===== src/rtl/nand_seq_pkg.sv =====
package nand_seq_pkg;

  typedef enum logic [2:0] {
    PH_CMD1  = 3'd0,
    PH_ADDR  = 3'd1,
    PH_WDATA = 3'd2,
    PH_CMD2  = 3'd3,
    PH_WAIT  = 3'd4,
    PH_RDATA = 3'd5,
    PH_IDLE  = 3'd6
  } phase_t;

  // operation word bit positions
  localparam int OPB_RDATA = 1;
  localparam int OPB_WAIT  = 2;
  localparam int OPB_CMD2  = 3;
  localparam int OPB_WDATA = 4;
  localparam int OPB_ADDR  = 5;
  localparam int OPB_CMD1  = 6;
  localparam int OPB_CS    = 7;
  localparam int OPB_ACYC  = 9;

  // register indices
  localparam logic [4:0] A_CMD  = 5'd0;
  localparam logic [4:0] A_ALO  = 5'd1;
  localparam logic [4:0] A_AHI  = 5'd2;
  localparam logic [4:0] A_CNT  = 5'd3;
  localparam logic [4:0] A_OP   = 5'd4;
  localparam logic [4:0] A_TIM  = 5'd5;
  localparam logic [4:0] A_STAT = 5'd6;

  localparam logic [11:0] TIM_RESET = 12'h375;

  // a zero timing field still yields one clock
  function automatic logic [3:0] pulse_len(input logic [3:0] w);
    return (w == 4'd0) ? 4'd1 : w;
  endfunction

  function automatic logic [7:0] addr_byte(input logic [31:0] lo, input logic [7:0] hi,
                                           input logic [2:0] k);
    case (k)
      3'd0:    return lo[7:0];
      3'd1:    return lo[15:8];
      3'd2:    return lo[23:16];
      3'd3:    return lo[31:24];
      3'd4:    return hi;
      default: return 8'h00;
    endcase
  endfunction

  // one bit per phase in run order; a phase with nothing to move is dropped
  function automatic logic [5:0] run_mask(input logic [11:0] op, input logic have_data);
    return {op[OPB_RDATA] & have_data, op[OPB_WAIT], op[OPB_CMD2],
            op[OPB_WDATA] & have_data, op[OPB_ADDR] & (op[11:9] != 3'd0), op[OPB_CMD1]};
  endfunction

  function automatic phase_t next_phase(input logic [5:0] mask, input logic [2:0] from);
    phase_t p;
    p = PH_IDLE;
    for (int i = 5; i >= 0; i--)
      if (mask[i] && (3'(i) >= from)) p = phase_t'(3'(i));
    return p;
  endfunction

endpackage


===== src/rtl/nand_rb_sync.sv =====
module nand_rb_sync #(
  parameter int STAGES = 2
) (
  input  logic clk,
  input  logic rst_n,
  input  logic async_in,
  output logic sync_out
);
  logic [STAGES-1:0] sr_q;

  always_ff @(posedge clk or negedge rst_n)
    if (!rst_n) sr_q <= '1;
    else        sr_q <= {sr_q[STAGES-2:0], async_in};

  assign sync_out = sr_q[STAGES-1];
endmodule


===== src/rtl/nand_byte_buf.sv =====
module nand_byte_buf #(
  parameter int DEPTH = 16,
  localparam int AW = $clog2(DEPTH)
) (
  input  logic          clk,
  input  logic          rst_n,
  input  logic          wr_en,
  input  logic [AW-1:0] wr_idx,
  input  logic [7:0]    wr_data,
  input  logic [AW-1:0] rd_idx_a,
  output logic [7:0]    rd_data_a,
  input  logic [AW-1:0] rd_idx_b,
  output logic [7:0]    rd_data_b
);
  logic [7:0] mem_q [DEPTH];

  always_ff @(posedge clk or negedge rst_n)
    if (!rst_n) begin
      for (int i = 0; i < DEPTH; i++) mem_q[i] <= 8'h00;
    end else if (wr_en) begin
      mem_q[wr_idx] <= wr_data;
    end

  assign rd_data_a = mem_q[rd_idx_a];
  assign rd_data_b = mem_q[rd_idx_b];
endmodule


===== src/rtl/nand_op_seq.sv =====
module nand_op_seq
  import nand_seq_pkg::*;
#(
  parameter int BUF_DEPTH   = 16,
  parameter int NUM_CS      = 4,
  parameter int GUARD_CYC   = 4,
  parameter int SYNC_STAGES = 2
) (
  input  logic              clk,
  input  logic              rst_n,
  input  logic              reg_wr,
  input  logic [4:0]        reg_addr,
  input  logic [31:0]       reg_wdata,
  output logic [31:0]       reg_rdata,
  output logic [NUM_CS-1:0] nand_ce_n,
  output logic              nand_cle,
  output logic              nand_ale,
  output logic              nand_we_n,
  output logic              nand_re_n,
  output logic [7:0]        nand_dq_out,
  output logic              nand_dq_oe,
  input  logic [7:0]        nand_dq_in,
  input  logic              nand_rb_n
);
  localparam int BUF_AW = $clog2(BUF_DEPTH);
  localparam int CNT_W  = BUF_AW + 1;
  localparam int CS_W   = $clog2(NUM_CS);
  localparam logic [3:0] GUARD_END = 4'(GUARD_CYC - 1);

  function automatic logic [CNT_W-1:0] clamp_count(input logic [31:0] w);
    return (w > 32'(BUF_DEPTH)) ? CNT_W'(BUF_DEPTH) : w[CNT_W-1:0];
  endfunction

  // programmed state
  logic [15:0]      cmd_q;
  logic [31:0]      alo_q;
  logic [7:0]       ahi_q;
  logic [CNT_W-1:0] dnum_q;
  logic [11:0]      op_q;
  logic [11:0]      tim_q;

  // sequencing state
  phase_t           phase_q;
  logic             high_q;
  logic [3:0]       tcnt_q;
  logic [CNT_W-1:0] bcnt_q;

  // named events, also used by the checker
  logic op_ready, op_start, rd_capture, strobe_end, last_byte, sw_buf_wr, rb_ready;
  logic is_cmd, is_wr;
  logic [5:0]       mask_now;
  logic [3:0]       low_len, high_len;
  logic [CNT_W-1:0] phase_bytes;
  logic [7:0]       out_byte, buf_rd_sw, buf_rd_eng;
  logic             unused_wdata_bits;

  assign unused_wdata_bits = &reg_wdata[31:16];

  assign op_ready   = (phase_q == PH_IDLE);
  assign op_start   = reg_wr && (reg_addr == A_OP) && op_ready;
  assign sw_buf_wr  = reg_wr && reg_addr[4] && op_ready;
  assign mask_now   = run_mask(op_q, dnum_q != '0);
  assign low_len    = pulse_len((phase_q == PH_RDATA) ? tim_q[7:4] : tim_q[3:0]);
  assign high_len   = pulse_len(tim_q[11:8]);
  assign strobe_end = (tcnt_q == ((high_q ? high_len : low_len) - 4'd1));
  assign rd_capture = (phase_q == PH_RDATA) && !high_q && strobe_end;
  assign last_byte  = (bcnt_q == phase_bytes - CNT_W'(1));

  always_comb begin
    case (phase_q)
      PH_CMD1, PH_CMD2: phase_bytes = CNT_W'(1);
      PH_ADDR:          phase_bytes = CNT_W'(op_q[11:9]);
      default:          phase_bytes = dnum_q;
    endcase
  end

  always_comb begin
    case (phase_q)
      PH_CMD1:  out_byte = cmd_q[7:0];
      PH_CMD2:  out_byte = cmd_q[15:8];
      PH_ADDR:  out_byte = addr_byte(alo_q, ahi_q, bcnt_q[2:0]);
      PH_WDATA: out_byte = buf_rd_eng;
      default:  out_byte = 8'h00;
    endcase
  end

  always_ff @(posedge clk or negedge rst_n) begin
    if (!rst_n) begin
      cmd_q   <= '0;
      alo_q   <= '0;
      ahi_q   <= '0;
      dnum_q  <= '0;
      op_q    <= '0;
      tim_q   <= TIM_RESET;
      phase_q <= PH_IDLE;
      high_q  <= 1'b0;
      tcnt_q  <= '0;
      bcnt_q  <= '0;
    end else begin
      if (reg_wr) begin
        case (reg_addr)
          A_CMD:   cmd_q  <= reg_wdata[15:0];
          A_ALO:   alo_q  <= reg_wdata;
          A_AHI:   ahi_q  <= reg_wdata[7:0];
          A_CNT:   dnum_q <= clamp_count(reg_wdata);
          A_TIM:   tim_q  <= reg_wdata[11:0];
          default: ;
        endcase
      end
      if (op_start) begin
        op_q    <= reg_wdata[11:0];
        phase_q <= next_phase(run_mask(reg_wdata[11:0], dnum_q != '0), 3'd0);
        high_q  <= 1'b0;
        tcnt_q  <= '0;
        bcnt_q  <= '0;
      end else if (phase_q == PH_WAIT) begin
        if (tcnt_q != GUARD_END) tcnt_q <= tcnt_q + 4'd1;
        else if (rb_ready) begin
          tcnt_q  <= '0;
          phase_q <= next_phase(mask_now, 3'd5);
        end
      end else if (phase_q != PH_IDLE) begin
        if (!strobe_end) tcnt_q <= tcnt_q + 4'd1;
        else begin
          tcnt_q <= '0;
          high_q <= !high_q;
          if (high_q) begin
            if (last_byte) begin
              bcnt_q  <= '0;
              phase_q <= next_phase(mask_now, 3'(phase_q) + 3'd1);
            end else begin
              bcnt_q <= bcnt_q + CNT_W'(1);
            end
          end
        end
      end
    end
  end

  // bus pins
  assign is_cmd      = (phase_q == PH_CMD1) || (phase_q == PH_CMD2);
  assign is_wr       = is_cmd || (phase_q == PH_ADDR) || (phase_q == PH_WDATA);
  assign nand_cle    = is_cmd;
  assign nand_ale    = (phase_q == PH_ADDR);
  assign nand_we_n   = !(is_wr && !high_q);
  assign nand_re_n   = !((phase_q == PH_RDATA) && !high_q);
  assign nand_dq_oe  = is_wr;
  assign nand_dq_out = is_wr ? out_byte : 8'h00;

  for (genvar g = 0; g < NUM_CS; g++) begin : g_ce
    assign nand_ce_n[g] = !(!op_ready && (op_q[OPB_CS +: CS_W] == CS_W'(g)));
  end

  always_comb begin
    reg_rdata = '0;
    if (reg_addr[4]) reg_rdata[7:0] = buf_rd_sw;
    else begin
      case (reg_addr)
        A_CMD:   reg_rdata[15:0]      = cmd_q;
        A_ALO:   reg_rdata            = alo_q;
        A_AHI:   reg_rdata[7:0]       = ahi_q;
        A_CNT:   reg_rdata[CNT_W-1:0] = dnum_q;
        A_OP:    reg_rdata[11:0]      = op_q;
        A_TIM:   reg_rdata[11:0]      = tim_q;
        A_STAT:  reg_rdata[0]         = op_ready;
        default: ;
      endcase
    end
  end

  nand_rb_sync #(.STAGES(SYNC_STAGES)) u_rb_sync (
    .clk      (clk),
    .rst_n    (rst_n),
    .async_in (nand_rb_n),
    .sync_out (rb_ready)
  );

  nand_byte_buf #(.DEPTH(BUF_DEPTH)) u_buf (
    .clk       (clk),
    .rst_n     (rst_n),
    .wr_en     (rd_capture || sw_buf_wr),
    .wr_idx    (rd_capture ? bcnt_q[BUF_AW-1:0] : reg_addr[BUF_AW-1:0]),
    .wr_data   (rd_capture ? nand_dq_in : reg_wdata[7:0]),
    .rd_idx_a  (reg_addr[BUF_AW-1:0]),
    .rd_data_a (buf_rd_sw),
    .rd_idx_b  (bcnt_q[BUF_AW-1:0]),
    .rd_data_b (buf_rd_eng)
  );
endmodule


===== config.mk =====
export PLATFORM = sky130hd
export DESIGN_NAME = nand_op_seq
export DESIGN_NICKNAME = d
export VERILOG_FILES = /design/src/rtl/nand_seq_pkg.sv /design/src/rtl/nand_rb_sync.sv /design/src/rtl/nand_byte_buf.sv /design/src/rtl/nand_op_seq.sv
export SDC_FILE = /design/constraint.sdc
export NUM_CORES = 1
export LEC_CHECK = 0
export BUFFER_PORTS_ARGS = -buffer_cell sky130_fd_sc_hd__buf_2
export CORE_UTILIZATION = 35
export CTS_CLUSTER_DIAMETER = 120
export DETAILED_ROUTE_END_ITERATION = 6
export GPL_TIMING_DRIVEN = 0
export PLACE_DENSITY = 0.49
export SLEW_MARGIN = 20
export SYNTH_ARGS = -nofsm -noshare
export SYNTH_HDL_FRONTEND = slang
export SYNTH_SLANG_ARGS = --single-unit

===== constraint.sdc =====
create_clock -name clk -period 5 [get_ports clk]
set_clock_uncertainty 0.2 [all_clocks]
set_input_delay 0.25 -clock clk [delete_from_list [all_inputs] [get_ports clk]]
set_output_delay 0.25 -clock clk [all_outputs]
set_load 0.02 [all_outputs]

======== Word level (Yosys, flattened, before mapping) ========
Cells that the tools add are included.
word-level totals
  register bits ........................... 228
  input port bits ......................... 49
  output and inout bits ................... 49
  logic and storage cells ................. 200
operators by class
  $add $sub $neg .......................... 5
  order comparisons ....................... 11
  equality and inequality tests ........... 27
  mux-type cells .......................... 65
  bitwise gates (word level) .............. 9
  reductions and logical operators ........ 56
operators with widths
  operator               number
  $bwmux W128            1
  $bmux W8 S4            2
  $mux W8                8
  $mux W3                18
  $mux W4                11
  $pmux W8 S5            1
  $mux W5                7
  $demux W8 S4           1
  $gt A32 B5 Y1 const B  1
  $pmux W8 S4            1
  $mux W24               1
  $pmux W4 S6            1
  $logic_and A1 B1 Y1    18
  $reduce_bool A3 Y1     6
  $mux W16               1
  $pmux W4 S4            1
  $eq A5 B3 Y1 const B   3
  $ge A5 B5 Y1 const B   3
  $not A4 Y5             3
  $pmux W3 S5            1
  $eq A3 B2 Y1 const B   4
  $eq A3 B3 Y1 const B   4
  $reduce_and A2 Y1      6
  $eq A5 B2 Y1 const B   2
  37 further kinds       68

======== Depth between registers and ports, before layout ========
  depth after elaboration ................. 15
  mapped depth ............................ 17
  depth with buffers taken out ............ 14

======== Modules after synthesis ========
Synthesis repeated with hierarchy kept, for this count alone.
unflattened totals
  cells, all modules ...................... 1072
  area, all modules ....................... 13127.6 um^2
modules (own cells, without submodules)
  module         instances  cells each  area an instance (um^2)  seq. area each (um^2)
  nand_byte_buf  1          435         6851.6                   3203.1
  nand_op_seq    1          635         6223.5                   2463.6
  nand_rb_sync   1          2           52.6                     52.6

======== Least setup slack after synthesis ========
Ideal clock, no wire load.
  kind .................................... register to register
  start ................................... reg phase_q[1]
  end ..................................... reg u_buf.mem_q[25] in the netlist's numbering
  data arrival time ....................... 3957 ps
  required time ........................... 4677 ps
  path slack .............................. 721 ps
  stages on the path, launching flop included .. 16
  cell sequence ........................... dfstp_2 > inv_1 > ha_1 > a211o_1 > a2111o_1 > and2_1 > ha_1 > xor2_1 > nand2b_1 > mux2i_1 > nor4b_4 > o21a_1 > buf_6 > buf_6 > nand4_2 > o221a_2
between the ends
  word-level cells in the longest chain between the ends .. 15
  elaborated cells on any way between the ends .. 21
RTL lines
  element                                                                    line                                  RTL
  start, declared                                                            nand_op_seq.sv:43                     phase_t phase_q;
  start signal, assigned                                                     nand_op_seq.sv:112                    phase_q <= next_phase(run_mask(reg_wdata[11:0], dnum_q != '0), 3'd0);
  start signal, assigned                                                     nand_op_seq.sv:120                    phase_q <= next_phase(mask_now, 3'd5);
  start signal, assigned                                                     nand_op_seq.sv:130                    phase_q <= next_phase(mask_now, 3'(phase_q) + 3'd1);
  $eq A3 B3 Y1                                                               nand_op_seq.sv:63, nand_op_seq.sv:66
  $mux W4                                                                    nand_op_seq.sv:63                     assign low_len = pulse_len((phase_q == PH_RDATA) ? tim_q[7:4] : tim_q[3:0]);
  $logic_not A4 Y1                                                           nand_seq_pkg.sv:36                    return (w == 4'd0) ? 4'd1 : w;
  $mux W4                                                                    nand_seq_pkg.sv:36
  $mux W4                                                                    nand_op_seq.sv:65                     assign strobe_end = (tcnt_q == ((high_q ? high_len : low_len) - 4'd1));
  $sub A4 B1 Y4                                                              nand_op_seq.sv:65
  $eq A4 B4 Y1                                                               nand_op_seq.sv:65
  $logic_and A1 B1 Y1                                                        nand_op_seq.sv:66                     assign rd_capture = (phase_q == PH_RDATA) && !high_q && strobe_end;
  $mux W4                                                                    nand_op_seq.sv:182                    .wr_idx (rd_capture ? bcnt_q[BUF_AW-1:0] : reg_addr[BUF_AW-1:0]),
  $not A4 Y5 (implied by the code)                                           nand_byte_buf.sv:21                   mem_q[wr_idx] <= wr_data;
  $ge A5 B5 Y1 (implied by the code) / $lt A5 B1 Y1 (equally long branches)  nand_byte_buf.sv:21
  $logic_and A1 B1 Y1 (implied by the code)                                  nand_byte_buf.sv:21
  $mux W8 (implied by the code)                                              nand_byte_buf.sv:21
  $demux W8 S4                                                               nand_byte_buf.sv:21
  $bwmux W128                                                                nand_byte_buf.sv:21
  end signal, assigned by index                                              nand_byte_buf.sv:21
  end, declared                                                              nand_byte_buf.sv:15                   logic [7:0] mem_q [DEPTH];
Parallel ways exist; a longest one is shown, timed or not.
A chain may end at the register's enable or synchronous reset.

======== Worst setup path in the final report ========
  start ................................... reg phase_q[1]
  end ..................................... reg u_buf.mem_q[95] in the netlist's numbering
The elaborated chain is that of the path after synthesis.

==> impl_metrics.sql <==
INSERT INTO impl_metrics (metric_group, metric, value, unit) VALUES
('outcome', 'outcome', 'finished, final reports clean', ''),
('cts', 'tritoncts', 'yes', ''),
('cts', 'clock_insertion_delay_worst_skew', '560', 'ps'),
('global_route', 'first_global_vias', '12800', ''),
('sta', 'setup_tns', '0', 'ps'),
('sta', 'fin_crit', '4720', 'ps'),
('logic_synthesis', 'post_synth_mux_area_share', '0.179', ''),
('final_layout', 'nFillCells', '3783', ''),
('drt', 'post-route-drc-count', '0', ''),
('logic_synthesis', 'postSynthRegisterBits', '228', ''),
('logic_synthesis', 'synthSimpleGateAreaFrac', '0.167', ''),
('logic_synthesis', 'synthesis.yosys.warnings', '0', ''),
('logic_synthesis', 'synth.lib_cells_used.distinct', '78', ''),
('die', 'boundaryPins', '98', ''),
('sta', 'max_clock_freq', '212', 'MHz'),
('die', 'die_w', '202', 'um'),
('logic_synthesis', 'postSynthAreaPerCell', '10.6', 'um^2'),
('placed_design', 'dp_hpwl', '43800', 'um'),
('final_layout', 'antennaDiodeCount', '0', ''),
('drt', 'via_count', '12800', ''),
('worst_hold_path', 'hold_path_class', 'in -> reg', ''),
('critical_path', 'critical_path.reg2reg.startpoint', 'phase_q[1]', ''),
('logic_synthesis', 'postSynth.asyncResetShare', '1.00', ''),
('final_layout', 'finalNonFillerCells', '2006', ''),
('sta', 'transition_at_the_pin_with_the_smallest_max_transition_slack', '1260', 'ps'),
('critical_path', 'launch_point_of_the_worst_path', 'phase_q[1]', ''),
('global_route', 'gr_usage_total', '0.298', ''),
('logic_synthesis', 'synth_top_flop_cell', 'sky130_fd_sc_hd__dfrtp_1', ''),
('die', 'count_of_standard_cell_rows', '72', ''),
('sta', 'count_of_final_setup_violators', '0', ''),
('global_route', 'global_route_wire_length_before_repair', '89100', 'um'),
('critical_path', 'worstSetupEndpointType', 'register', ''),
('cts', 'clk_pin_slew_worst_paths', '60', 'ps'),
('critical_path', 'arrival_time_at_the_worst_endpoint', '4990', 'ps'),
('sta', 'final.period_utilization', '0.943', ''),
('sta', 'timing.final.max_slew_violations', '0', ''),
('sta', 'max-slew-margin-rel', '0.159', ''),
('critical_path', 'critical_path_class', 'reg -> reg', ''),
('final_layout', 'syn2layout_area_growth', '17.2', '%'),
('drt', 'post_route_wl', '61000', 'um'),
('placed_design', 'numPlacedInstances', '1928', ''),
('critical_path', 'r2r_setup_slack', '280', 'ps'),
('sta', 'final-hold-violation-count', '0', ''),
('logic_synthesis', 'synth_compound_gate_area_share', '0.187', ''),
('global_route', 'grt-ovfl-total', '0', ''),
('power', 'cellPowerDensity', '546', 'nW/um^2'),
('global_route', 'grt_max_degree', '77', ''),
('cts', 'clock_sinks', '228', ''),
('logic_synthesis', 'yosys.area_share.adder', '0.0134', ''),
('logic_synthesis', 'syn-cell-area', '14000', 'um^2'),
('global_route', 'antenna_found_initial', '1', ''),
('logic_synthesis', 'mappedNetlistNets', '1390', ''),
('power', 'max-vdd-ir-drop', '0.281', 'mV'),
('critical_path', 'critical_path.reg2reg.endpoint', 'u_buf.mem_q[95]', ''),
('drt', 'detail_route.wl_per_cell', '30.4', 'um'),
('cts', 'ctsLongestPathBuffers', '3', ''),
('power', 'power.static_leakage', '6.48', 'nW'),
('final_layout', 'drive_above_1_share', '0.260', ''),
('logic_synthesis', 'synth-edff-count', '0', ''),
('critical_path', 'critPathRequiredTime', '5270', 'ps'),
('critical_path', 'worstPathMaxFanout', '8', ''),
('logic_synthesis', 'combinational_family_with_the_most_area_after_synthesis', 'compound AO/OA/AOI/OAI gates', ''),
('final_layout', 'multi_input_area', '7830', 'um^2'),
('power', 'post-layout-total-power', '8.97', 'mW'),
('final_layout', 'final-seq-area', '5720', 'um^2'),
('final_layout', 'fin_nets', '1534', ''),
('critical_path', 'critical_path.endpoint', 'u_buf.mem_q[95]', ''),
('die', 'core_area', '39100', 'um^2'),
('placed_design', 'gp_congestion', '0.928', ''),
('die', 'die-area', '40900', 'um^2'),
('critical_path', 'timing.reg2reg.worst_path_depth', '15', '');
==> final cells by class <==
type                            count  area share
Buffer                            117      0.0292
Clock buffer                       36      0.0468
Clock inverter                     11     0.00335
Inverter                           31     0.00708
Multi-Input combinational cell    950       0.477
Sequential cell                   228       0.348
Tap cell                          518      0.0394
Timing Repair Buffer              115      0.0495
==> flip-flops by register name (all words and copies together) (netlist names), 4 cells and up <==
signal,cells
ahi_q,8
u_buf.mem_q,128
tim_q,12
alo_q,32
dnum_q,5
cmd_q,16
tcnt_q,4
bcnt_q,5
op_q,12
==> power breakdown <==
group	switching [mW]	internal [mW]
sequential	0.595	2.48
combinational	2.25	1.73
clock	0.843	1.07
total	3.69	5.28
==> what timing repair did <==
item	CTS	global route
endpoints found under the setup margin	101	101
setup buffers	1	1
hold buffers	29	0
resized for setup	7	15
gates cloned	0	0
hold endpoints to repair	138	0
pin swaps	0	1
==> layer usage <==
metal,vias up,GRT usage,routed length (um)
met5,-,0,0
li1,5450,-,-
met4,0,0.159,3620
met2,660,0.475,28200
met1,6527,0.390,24800
met3,159,0.0489,4290
==> through the flow <==
stage          setup WS, ps  cell area [um^2]  utilization  hold slack, ps
6_report                284             16400        0.420            41.0
4_1_cts                51.5             16300        0.418            25.2
2_1_floorplan           721             14000            -            -246
5_1_grt                66.5             16400        0.420            56.1
3_3_place_gp           -967             15100        0.386             147
3_5_place_dp           -293             15200        0.388           -29.5
==> synth_stat cells, types with 6 or more instances <==
library cell,n,area share
sky130_fd_sc_hd__a22o_1,12,0.0075
sky130_fd_sc_hd__nor3_1,44,0.016
sky130_fd_sc_hd__nor4_1,30,0.013
sky130_fd_sc_hd__o22a_1,12,0.0075
sky130_fd_sc_hd__ha_1,15,0.013
sky130_fd_sc_hd__o21a_1,15,0.0080
sky130_fd_sc_hd__buf_1,25,0.0067
sky130_fd_sc_hd__nor2b_1,8,0.0036
sky130_fd_sc_hd__dfrtp_1,217,0.39
sky130_fd_sc_hd__nand4_1,18,0.0080
sky130_fd_sc_hd__mux4_2,80,0.13
sky130_fd_sc_hd__nand2b_1,14,0.0062
sky130_fd_sc_hd__and2_1,22,0.0098
sky130_fd_sc_hd__a22oi_1,17,0.0091
sky130_fd_sc_hd__nor2_1,112,0.030
sky130_fd_sc_hd__nand3_1,19,0.0068
sky130_fd_sc_hd__o22ai_1,17,0.0076
sky130_fd_sc_hd__a21oi_1,42,0.015
sky130_fd_sc_hd__o221a_2,45,0.036
sky130_fd_sc_hd__dfstp_2,11,0.021
sky130_fd_sc_hd__a222oi_1,21,0.015
sky130_fd_sc_hd__mux2_2,60,0.048
sky130_fd_sc_hd__or3_1,13,0.0058
sky130_fd_sc_hd__o2111ai_1,6,0.0037
sky130_fd_sc_hd__a211oi_1,31,0.017
sky130_fd_sc_hd__clkbuf_1,76,0.020
sky130_fd_sc_hd__and3_1,9,0.0040
sky130_fd_sc_hd__o21ai_0,39,0.014
sky130_fd_sc_hd__buf_2,13,0.0046
sky130_fd_sc_hd__inv_1,29,0.0078
sky130_fd_sc_hd__nand2_1,122,0.033
sky130_fd_sc_hd__o32ai_1,24,0.015
sky130_fd_sc_hd__a32oi_1,9,0.0056
==> worst max-delay path: stages (launching register included) <==
cell                       delay [ps]
sky130_fd_sc_hd__dfstp_2          560
sky130_fd_sc_hd__inv_1             90
sky130_fd_sc_hd__ha_1             240
sky130_fd_sc_hd__a211o_1          330
sky130_fd_sc_hd__a2111o_1         460
sky130_fd_sc_hd__and2_1           180
sky130_fd_sc_hd__ha_1             300
sky130_fd_sc_hd__xor2_1           200
sky130_fd_sc_hd__nand2b_1         120
sky130_fd_sc_hd__mux2i_4          170
sky130_fd_sc_hd__buf_4            160
sky130_fd_sc_hd__nor4bb_2         520
sky130_fd_sc_hd__o211ai_1         450
sky130_fd_sc_hd__o21ai_2          350
sky130_fd_sc_hd__nor2_1            70
sky130_fd_sc_hd__a211oi_1         210
==> cell usage in the layout (no fill, tap or decap), types with 6 or more instances in the layout <==
master / instances
sky130_fd_sc_hd__dfrtp_1: 217
sky130_fd_sc_hd__a22o_1: 12
sky130_fd_sc_hd__nand2b_1: 14
sky130_fd_sc_hd__or3_1: 13
sky130_fd_sc_hd__inv_1: 29
sky130_fd_sc_hd__o21a_1: 15
sky130_fd_sc_hd__nor4_1: 30
sky130_fd_sc_hd__and3_1: 9
sky130_fd_sc_hd__nand3_1: 18
sky130_fd_sc_hd__mux4_2: 80
sky130_fd_sc_hd__clkbuf_16: 27
sky130_fd_sc_hd__o21ai_0: 39
sky130_fd_sc_hd__dlygate4sd3_1: 28
sky130_fd_sc_hd__o221a_2: 45
sky130_fd_sc_hd__nand4_1: 18
sky130_fd_sc_hd__a22oi_1: 17
sky130_fd_sc_hd__a222oi_1: 21
sky130_fd_sc_hd__dfstp_2: 11
sky130_fd_sc_hd__a21oi_1: 42
sky130_fd_sc_hd__o22a_1: 12
sky130_fd_sc_hd__ha_1: 15
sky130_fd_sc_hd__buf_1: 23
sky130_fd_sc_hd__nor2_1: 112
sky130_fd_sc_hd__mux2_2: 60
sky130_fd_sc_hd__buf_2: 95
sky130_fd_sc_hd__nor3_1: 42
sky130_fd_sc_hd__and2_1: 22
sky130_fd_sc_hd__clkbuf_1: 76
sky130_fd_sc_hd__clkbuf_8: 6
sky130_fd_sc_hd__o22ai_1: 17
sky130_fd_sc_hd__nand2_1: 122
sky130_fd_sc_hd__o32ai_1: 24
sky130_fd_sc_hd__nor2b_1: 8
sky130_fd_sc_hd__clkinv_2: 11
sky130_fd_sc_hd__a211oi_1: 31
sky130_fd_sc_hd__a32oi_1: 9
==> cells by family after synthesis <==
| family | after synthesis |
|---|---|
| and+or+nand+nor | 452 |
| AOI/OAI and AO/OA | 333 |
| DFF | 228 |
| buffers and inverters | 148 |
| muxes | 143 |
| adders and majority gates | 15 |
| xor gates and xnor gates | 7 |
==> worst min path at each step <==
stage	start	endpoint	slack [ps]	depth (start not counted)
3_5_place_dp	rst_n	tim_q[7]	-30	1
3_3_place_gp	u_rb_sync.sr_q[0]	u_rb_sync.sr_q[1]	150	0
4_1_cts	nand_dq_in[4]	u_buf.mem_q[116]	30	2
6_report	nand_dq_in[5]	u_buf.mem_q[53]	40	3
2_1_floorplan	rst_n	ahi_q[0]	-250	0
5_1_grt	rst_n	phase_q[1]	60	2
(Power assumes the default switching activity.)
